**src/rtl/angle_latch_pkg.sv**
```systemverilog
package angle_latch_pkg;
  // Round a time in ns up to whole clock cycles of the given period in ps.
  function automatic int ns_to_cycles(input int ns, input int period_ps);
    return (ns * 1000 + period_ps - 1) / period_ps;
  endfunction

  function automatic int max_of(input int a, input int b);
    return (a > b) ? a : b;
  endfunction
endpackage

```
**src/rtl/angle_byte_stage.sv**
```systemverilog
module angle_byte_stage #(
  parameter int W    = 8,
  parameter bit USED = 1'b1
) (
  input  logic         clk,
  input  logic         rst_n,
  input  logic         en,
  input  logic [W-1:0] d,
  output logic [W-1:0] view
);
  localparam logic FORCE_OPEN = !USED;

  logic         open_w;
  logic [W-1:0] held_q;

  assign open_w = en | FORCE_OPEN;
  assign view   = open_w ? d : held_q;

  always_ff @(posedge clk) begin
    if (!rst_n) held_q <= '0;
    else        held_q <= view;
  end
endmodule

```
**src/rtl/angle_xfer_stage.sv**
```systemverilog
module angle_xfer_stage #(
  parameter int W    = 16,
  parameter bit USED = 1'b1
) (
  input  logic         clk,
  input  logic         rst_n,
  input  logic         en,
  input  logic [W-1:0] d,
  output logic [W-1:0] q,
  output logic         upd
);
  localparam logic FORCE_OPEN = !USED;

  logic open_w;
  assign open_w = en | FORCE_OPEN;

  always_ff @(posedge clk) begin
    if (!rst_n) begin
      q   <= '0;
      upd <= 1'b0;
    end else begin
      upd <= open_w && (d != q);
      if (open_w) q <= d;
    end
  end
endmodule

```
**src/rtl/angle_edge_monitor.sv**
```systemverilog
module angle_edge_monitor #(
  parameter int W           = 8,
  parameter int SETUP_CYC   = 13,
  parameter int PULSE_CYC   = 25,
  parameter bit CHECK_SETUP = 1'b1,
  parameter bit ACTIVE      = 1'b1
) (
  input  logic         clk,
  input  logic         rst_n,
  input  logic         en,
  input  logic [W-1:0] d,
  output logic         viol
);
  localparam int TOP = angle_latch_pkg::max_of(SETUP_CYC, PULSE_CYC);
  localparam int CW  = $clog2(TOP + 1);
  localparam logic [CW-1:0] SAT  = CW'(TOP);
  localparam logic [CW-1:0] SMIN = CW'(SETUP_CYC);
  localparam logic [CW-1:0] PMIN = CW'(PULSE_CYC);

  logic [W-1:0]  d_q;
  logic          en_q;
  logic [CW-1:0] quiet_q, quiet_now, width_q;
  logic          changed, rise, fall, setup_bad, pulse_bad;

  assign changed   = (d != d_q);
  assign quiet_now = changed ? '0 : ((quiet_q == SAT) ? quiet_q : quiet_q + 1'b1);
  assign rise      = en && !en_q;
  assign fall      = !en && en_q;
  assign setup_bad = CHECK_SETUP && rise && (quiet_now < SMIN);
  assign pulse_bad = fall && (width_q < PMIN);
  assign viol      = ACTIVE && (setup_bad || pulse_bad);

  always_ff @(posedge clk) begin
    if (!rst_n) begin
      d_q     <= '0;
      en_q    <= 1'b1;
      quiet_q <= SAT;
      width_q <= SAT;
    end else begin
      d_q     <= d;
      en_q    <= en;
      quiet_q <= quiet_now;
      if (!en)               width_q <= '0;
      else if (width_q != SAT) width_q <= width_q + 1'b1;
    end
  end
endmodule

```
**src/rtl/angle_latch.sv**
```systemverilog
module angle_latch #(
  parameter int BYTE_W        = 8,
  parameter int CLK_PERIOD_PS = 4000,
  parameter int SETUP_NS      = 50,
  parameter int PULSE_NS      = 100,
  parameter bit HI_EN_USED    = 1'b1,
  parameter bit LO_EN_USED    = 1'b1,
  parameter bit XFER_EN_USED  = 1'b1
) (
  input  logic                  clk,
  input  logic                  rst_n,
  input  logic [2*BYTE_W-1:0]   bus_data,
  input  logic                  hi_load,
  input  logic                  lo_load,
  input  logic                  xfer_load,
  output logic [2*BYTE_W-1:0]   angle_out,
  output logic                  angle_upd,
  output logic                  timing_err
);
  localparam int WORD_W    = 2 * BYTE_W;
  localparam int SETUP_CYC = angle_latch_pkg::ns_to_cycles(SETUP_NS, CLK_PERIOD_PS);
  localparam int PULSE_CYC = angle_latch_pkg::ns_to_cycles(PULSE_NS, CLK_PERIOD_PS);
  localparam bit [1:0] LANE_USED = {HI_EN_USED, LO_EN_USED};

  logic [1:0]        lane_en;
  logic [BYTE_W-1:0] lane_view [2];
  logic [2:0]        viol;
  logic [WORD_W-1:0] word_view;

  assign lane_en = {hi_load, lo_load};

  // Lane 1 carries the most significant byte, lane 0 the least.
  for (genvar g = 0; g < 2; g++) begin : g_lane
    angle_byte_stage #(.W(BYTE_W), .USED(LANE_USED[g])) u_stage (
      .clk(clk), .rst_n(rst_n), .en(lane_en[g]),
      .d(bus_data[g*BYTE_W +: BYTE_W]), .view(lane_view[g])
    );
    angle_edge_monitor #(
      .W(BYTE_W), .SETUP_CYC(SETUP_CYC), .PULSE_CYC(PULSE_CYC),
      .CHECK_SETUP(1'b1), .ACTIVE(LANE_USED[g])
    ) u_mon (
      .clk(clk), .rst_n(rst_n), .en(lane_en[g]),
      .d(bus_data[g*BYTE_W +: BYTE_W]), .viol(viol[g])
    );
  end

  assign word_view = {lane_view[1], lane_view[0]};

  angle_xfer_stage #(.W(WORD_W), .USED(XFER_EN_USED)) u_xfer (
    .clk(clk), .rst_n(rst_n), .en(xfer_load), .d(word_view),
    .q(angle_out), .upd(angle_upd)
  );

  angle_edge_monitor #(
    .W(WORD_W), .SETUP_CYC(SETUP_CYC), .PULSE_CYC(PULSE_CYC),
    .CHECK_SETUP(1'b0), .ACTIVE(XFER_EN_USED)
  ) u_xfer_mon (
    .clk(clk), .rst_n(rst_n), .en(xfer_load), .d(word_view), .viol(viol[2])
  );

  always_ff @(posedge clk) begin
    if (!rst_n)    timing_err <= 1'b0;
    else if (|viol) timing_err <= 1'b1;
  end
endmodule

```
**config.mk**
```make
export PLATFORM = sky130hd
export DESIGN_NAME = angle_latch
export DESIGN_NICKNAME = d
export VERILOG_FILES = /design/src/rtl/angle_latch_pkg.sv /design/src/rtl/angle_byte_stage.sv /design/src/rtl/angle_xfer_stage.sv /design/src/rtl/angle_edge_monitor.sv /design/src/rtl/angle_latch.sv
export SDC_FILE = /design/constraint.sdc
export NUM_CORES = 1
export LEC_CHECK = 0
export BUFFER_PORTS_ARGS = -buffer_cell sky130_fd_sc_hd__buf_2
export CAP_MARGIN = 20
export CORE_MARGIN = 2
export CORE_UTILIZATION = 35
export DETAILED_ROUTE_END_ITERATION = 6
export SYNTH_ARGS = -nofsm -noshare
export SYNTH_HDL_FRONTEND = slang
export SYNTH_SLANG_ARGS = --single-unit
```
**constraint.sdc**
```tcl
create_clock -name clk -period 1.95 [get_ports clk]
set_input_delay 0.0975 -clock clk [delete_from_list [all_inputs] [get_ports clk]]
set_output_delay 0.0975 -clock clk [all_outputs]
set_load 0.005 [all_outputs]
```
==> flow_metrics.tcl, run 1 <==
set metrics [dict create \
    status "completed" \
    num-nets-final 417 \
    fillers 924 \
    grt_antenna_before_repair 0 \
    num_rows 35 \
    clock_path_buffers 2 \
    cp.arrival_ns 2.04 \
    yosysWarnings 0 \
    synth_top_cells_by_area "dfxtp_1 47%, xor2_1 12%, nor2_1 5.0%, a211oi_1 4.8%, mux2i_1 4.0%" \
    post_cts_buffers 0 \
    yosysTopAreaCellShare 0.475 \
    critical_path_class "flop to flop" \
    totalPowerFinal_w 0.00360 \
    die_area_um2 10200 \
    max_slew_margin 0.586 \
    async_flop_share 0 \
    slowest_delay_ns 0.52 \
    required_ns 2.18 \
    synth_ff_type "dfxtp_1" \
    area_delta_synth_final_pct 19.5 \
    worst_setup_path_end_kind "flop" \
    yosysMostFrequentCell "dfxtp_1" \
    period_share 0.927 \
    vias 2384 \
    cts_buffers 9 \
    r2r-start "g_lane[0].u_mon.quiet_q[1]$_SDFF_PN0_" \
    r2r_cells 6 \
    gp_congestion 0.703 \
    synthesis.nets 367 \
    via_per_inst 4.76 \
    drt_iter0_markers 70 \
    fmax_ghz 0.553 \
    worstHoldPathType "input port to flop" \
    start_kind "flop" \
    cts.sinks 78 \
    overflow 0 \
    regToRegEndpoint "timing_err$_SDFFE_PN0P_" \
    ctsResizeCount 0 \
    io_pins 39 \
    route.detailed.drc 0 \
    grt_max_degree 39 \
    syn_inst 336 \
    ys_ff_latch 78 \
    drv_slew 0 \
    ys_seq_area_frac 0.475 \
    clock_latency_ns 0.35 \
    hold_violations 0 \
    layout-drive-gt1-share 0.156 \
    grt.total_usage 0.134 \
    port_buffers 38 \
    crit_fanout 5 \
    synth_top_area_cell "dfxtp_1" \
    reg2reg_slack_ns 0.14 \
    rsz0062_at_grt "false" \
    timing.critical_path.buf_inv 1 \
    grt_pass1_wl_um 10800 \
    diodes 0 \
    root_buffer "clkbuf_8" \
    cts_tree "built" \
    initial_core_util 0.358 \
    powerDensity_nw_per_um2 917 \
    crit_path_top_delay_cell "or4b_1" \
    cp_top_family "simple AND/OR/NAND/NOR gates" \
    p_leak_nw 1.68 \
    firstDrtPassIters 4 \
    avgSynthCellArea_um2 9.79 \
    tightest_slew_ns 0.621 \
    max-cap-violations 0 \
    grt_pass1_vias 2373 \
    final_antenna_net_count 0 \
    core-area_um2 9200 \
    ir_worst_vdd_mv 0.581 \
    path_depth 6 \
    die_w_um 101 \
    period_needed_ns 1.81 \
    routed_wirelength_um 6200 \
    netlist_area_um2 3290 \
    synth_edf_count 0 \
    ctsHtreeMaxLevel 3 \
    clock_skew_ns 0.00903 \
    wl_per_cell_um 12.4 \
    crit_path_cell_trace "inv_1 > ha_1 > or4b_1 > a31oi_1 > a2bb2oi_2 > o311ai_1" \
    netlist_top_cells_count "78 x dfxtp_1, 45 x xor2_1, 44 x nor2_1" \
    path_clk_slew_ns 0.08 \
    tns_ns 0 \
    crit_start "g_lane[0].u_mon.quiet_q[1]$_SDFF_PN0_" \
    die_y_um 101 \
    yosysUniqueCellTypes 29 \
    dp_hpwl_um 4370 \
    endpoint "timing_err$_SDFFE_PN0P_" \
    setup-violations-final 0 \
]
repair_timing:
item / CTS / global route
hold buffers: 11 / 0
endpoints found under the setup margin: 0 / 0
endpoints found under the hold margin: 11 / 0
sequential cells by signal, indices dropped and copies added, names as in the netlist:
| name | cells |
|---|---|
| g_lane.u_mon.d_q | 16 |
| g_lane.u_mon.en_q | 2 |
| g_lane.u_mon.quiet_q | 10 |
| g_lane.u_mon.width_q | 10 |
| g_lane.u_stage.held_q | 16 |
| timing_err | 1 |
| u_xfer.q | 16 |
| u_xfer.upd | 1 |
| u_xfer_mon.en_q | 1 |
| u_xfer_mon.width_q | 5 |
worst min path at each step:
stage	from	end	slack, ns	depth (start not counted)
5_1_grt	bus_data[7]	g_lane[0].u_mon.d_q[7]$_SDFF_PN0_	0.01	2
3_3_place_gp	bus_data[12]	g_lane[1].u_mon.d_q[4]$_SDFF_PN0_	0.35	2
6_report	bus_data[11]	g_lane[1].u_mon.d_q[3]$_SDFF_PN0_	0.02	2
2_1_floorplan	bus_data[0]	g_lane[0].u_mon.d_q[0]$_SDFF_PN0_	0.22	1
3_5_place_dp	bus_data[9]	g_lane[1].u_mon.d_q[1]$_SDFF_PN0_	0.35	2
4_1_cts	bus_data[7]	g_lane[0].u_mon.d_q[7]$_SDFF_PN0_	0.003	2
layout by cell type, fill, tap and decap left out:
cell and instances:
dlygate4sd3_1 11, buf_12 1, clkbuf_8 9, nand4_1 4, clkinvlp_4 1, buf_2 38, mux2i_2 1, dfxtp_1 78
clkinv_4 1, nand3_1 13, xnor2_1 7, or4b_1 1, buf_4 3, o311ai_0 3, o311ai_1 1, a2bb2oi_2 1
a211o_1 1, mux2i_1 13, nand2b_1 3, o21ai_0 9, nor4_1 5, clkinv_2 1, ha_1 10, a31oi_1 2
a211oi_1 21, and2_1 16, xor2_1 45, nand4b_1 5, a21oi_1 1, bufinv_16 3, nor2_1 44, inv_1 7
nand2_1 26, mux2i_4 2, nand3b_1 3
final cells by class:
| type | count | area [um^2] | share of cell area |
|---|---|---|---|
| tap | 111 | 139 | 0.0353 |
| clock buffer | 9 | 124 | 0.0315 |
| sequential | 78 | 1560 | 0.397 |
| clock inverter | 6 | 111 | 0.0283 |
| multi-input combinational | 237 | 1630 | 0.414 |
| inverter | 7 | 26.3 | 0.00668 |
| timing repair buffer | 53 | 343 | 0.0872 |
cell families (layout without fill, tap and decap cells):
| group | after synthesis | after routing | synth area share |
|---|---|---|---|
| and+or+nand+nor | 120 | 120 | 0.176 |
| DFF | 78 | 78 | 0.475 |
| xor gates and xnor gates | 52 | 52 | 0.138 |
| AOI/OAI and AO/OA | 39 | 39 | 0.0848 |
| buffers and inverters | 21 | 75 | 0.0308 |
| muxes | 16 | 16 | 0.0574 |
| adders and majority gates | 10 | 10 | 0.0380 |
report_power, final:
| group | switching [W] | internal (W) | total [W] |
|---|---|---|---|
| Sequential | 0.0000729 | 0.00169 | 0.00176 |
| Combinational | 0.000212 | 0.000194 | 0.000407 |
| Clock | 0.000592 | 0.000843 | 0.00143 |
| Total | 0.000877 | 0.00273 | 0.00360 |
layer usage:
layer / vias to the layer above / share of wire / GRT usage
met3: 7 / 0.044 / 0.0409
met5: - / 0 / 0
met2: 40 / 0.47 / 0.216
met4: 0 / 0.015 / 0.0561
met1: 1093 / 0.47 / 0.167
li1: 1244 / - / -
through the flow:
stage	cells	instance area, um^2	util	hold slack (ns)	setup slack, ns
after floorplan	336	3290	-	0.219	0.236
after global placement	475	3590	0.390	0.345	0.185
after detailed placement	475	3590	0.390	0.352	0.143
after CTS	501	3930	0.428	0.00298	0.129
after global routing	501	3930	0.428	0.0107	0.0357
final	501	3930	0.428	0.0230	0.142
(Power assumes the default switching activity.)
==> run 2, diff against run 1 <==
clock period = 1.9 ns   (was 1.95 ns; I/O delays follow)
==> run 2 against run 1 <==
Flip-flop and latch count unchanged; cell area decreased by 0.35%; combinational power is 3% higher; worst setup slack about the same.
==> flow_metrics.tcl, run 2 (synthesized netlist as in run 1, its figures left out) <==
set metrics [dict create \
    status "completed" \
    path_clk_slew_ns 0.08 \
    fmax_ghz 0.569 \
    io_pins 39 \
    cp.arrival_ns 1.98 \
    die_area_um2 10200 \
    firstDrtPassIters 4 \
    start_kind "flop" \
    diodes 0 \
    cp_top_family "simple AND/OR/NAND/NOR gates" \
    reg_top3 "g_lane.u_mon.d_q (16), g_lane.u_stage.held_q (16), u_xfer.q (16)" \
    p_sw_frac 0.249 \
    cts_tree "built" \
    core-area_um2 9200 \
    clock_path_buffers 2 \
    mostFrequentLayoutCells "76 x dfxtp_1, 45 x xor2_1, 44 x nor2_1, 38 x buf_2, 26 x nand2_1" \
    power.share.clock 0.382 \
    port_buffers 38 \
    setup-violations-final 0 \
    critical_path_class "flop to flop" \
    finalNonFillerCells 500 \
    r2r-start "g_lane[0].u_mon.quiet_q[1]$_SDFF_PN0_" \
    initial_core_util 0.358 \
    period_share 0.925 \
    via_per_inst 4.71 \
    regToRegEndpoint "timing_err$_SDFFE_PN0P_" \
    min_path_cells 2 \
    crit_path_cell_trace "inv_1 > ha_4 > or4b_1 > a31oi_1 > a2bb2oi_2 > o311ai_1" \
    cts.sinks 78 \
    final_common_cell "dfxtp_1" \
    post-place-ws_ns 0.0316 \
    route.detailed.drc 0 \
    grt_pass1_vias 2403 \
    wl_per_cell_um 12.6 \
    area_delta_synth_final_pct 19.1 \
    min_to "g_lane[0].u_mon.d_q[6]$_SDFF_PN0_" \
    ir_worst_vdd_mv 0.586 \
    timing.critical_path.buf_inv 1 \
    ctsHtreeMaxLevel 3 \
    die_y_um 101 \
    dp_hpwl_um 4430 \
    cts_buffers 9 \
    grt_pass1_wl_um 10700 \
    p_switching_w 0.000897 \
    worstHoldStart "bus_data[6]" \
    p_comb_frac 0.116 \
    grt.total_usage 0.132 \
    r2r_cells 6 \
    crit_path_top_delay_cell "or4b_1" \
    vias 2355 \
    grt_max_degree 39 \
    powerDensity_nw_per_um2 920 \
    routed_wirelength_um 6280 \
    drt_iter0_markers 76 \
    hold_violations 0 \
    grt_antenna_before_repair 0 \
    reg2reg_slack_ns 0.14 \
    max-cap-violations 0 \
    dp_cells 475 \
    met2_usage 0.213 \
    layout_setup_ws_ns 0.142 \
    use_met1 0.166 \
    tns_ns 0 \
    clock_latency_ns 0.34 \
    clock_skew_ns 0.00589 \
    p_leak_nw 1.66 \
    required_ns 2.12 \
    overflow 0 \
    pwr-share-seq 0.502 \
    worstHoldPathType "input port to flop" \
    rsz0062_at_grt "false" \
    use_met3 0.0430 \
    period_needed_ns 1.76 \
    root_buffer "clkbuf_8" \
    intPower_w 0.00271 \
    num_rows 35 \
    drv_slew 0 \
    final_antenna_net_count 0 \
    grt_most_used_layer "met2" \
    tightest_slew_ns 0.632 \
    die_w_um 101 \
    worst_setup_path_end_kind "flop" \
    slowest_delay_ns 0.51 \
    max_slew_margin 0.578 \
    crit_fanout 5 \
    gp_congestion 0.724 \
    layout-drive-gt1-share 0.165 \
    num-nets-final 415 \
]
[run 2: worst max-delay path by stage]
| stage | from | end | slack [ns] | cells after the start |
|---|---|---|---|---|
| 2_1_floorplan | g_lane[0].u_mon.quiet_q[1]$_SDFF_PN0_ | timing_err$_SDFFE_PN0P_ | 0.19 | 6 |
| 3_3_place_gp | g_lane[0].u_mon.quiet_q[1]$_SDFF_PN0_ | timing_err$_SDFFE_PN0P_ | 0.13 | 6 |
| 3_5_place_dp | g_lane[0].u_mon.quiet_q[1]$_SDFF_PN0_ | timing_err$_SDFFE_PN0P_ | 0.03 | 6 |
| 4_1_cts | g_lane[0].u_mon.quiet_q[1]$_SDFF_PN0_ | timing_err$_SDFFE_PN0P_ | 0.02 | 6 |
| 5_1_grt | g_lane[0].u_mon.quiet_q[1]$_SDFF_PN0_ | timing_err$_SDFFE_PN0P_ | 0.07 | 6 |
| 6_report | g_lane[0].u_mon.quiet_q[1]$_SDFF_PN0_ | timing_err$_SDFFE_PN0P_ | 0.14 | 6 |
[run 2: power groups by stage]
stage               Sequential, W  Clock, W  Combinational [W]
global route              0.00182   0.00147           0.000478
floorplan                 0.00184         0           0.000281
detailed placement        0.00185         0           0.000405
global placement          0.00184         0           0.000399
finish                    0.00181   0.00138           0.000418
CTS                       0.00181   0.00141           0.000424
[run 2: worst register-to-register path, stage by stage (launching register included)]
cell,delay (ns)
dfxtp_4,0.37
inv_1,0.09
ha_4,0.21
or4b_1,0.51
a31oi_1,0.22
a2bb2oi_2,0.14
o311ai_1,0.10
[run 2: timing repair]
action,4_1_cts,5_1_grt
gates resized for setup,0,4
setup endpoints to repair,0,1
setup buffers,0,0
hold buffers,9,0
hold endpoints to repair,9,0
[run 2: stage by stage]
stage                     cell area [um^2]  hold WS, ns  power, W  utilization
final                                 3920      0.00884   0.00360        0.426
after global routing                  3920      0.00149   0.00377        0.426
after CTS                             3900     0.000306   0.00364        0.424
after detailed placement              3590        0.344   0.00225        0.390
after global placement                3590        0.343   0.00224        0.390
after floorplan                       3290        0.217   0.00212            -
[run 2: final cells by class]
cell class                      instances  area (um^2)
Clock buffer                           11          141
Clock inverter                          5         82.6
Sequential cell                        78         1570
Inverter                                7         26.3
Tap cell                              111          139
Fill cell                             910         5280
Timing Repair Buffer                   51          323
Multi-Input combinational cell        237         1640
[run 2: per-layer routing]
| metal | routed length [um] | part of all wire |
|---|---|---|
| met5 | 0 | 0 |
| met3 | 332 | 0.053 |
| met4 | 56 | 0.0089 |
| met1 | 2960 | 0.47 |
| met2 | 2930 | 0.47 |
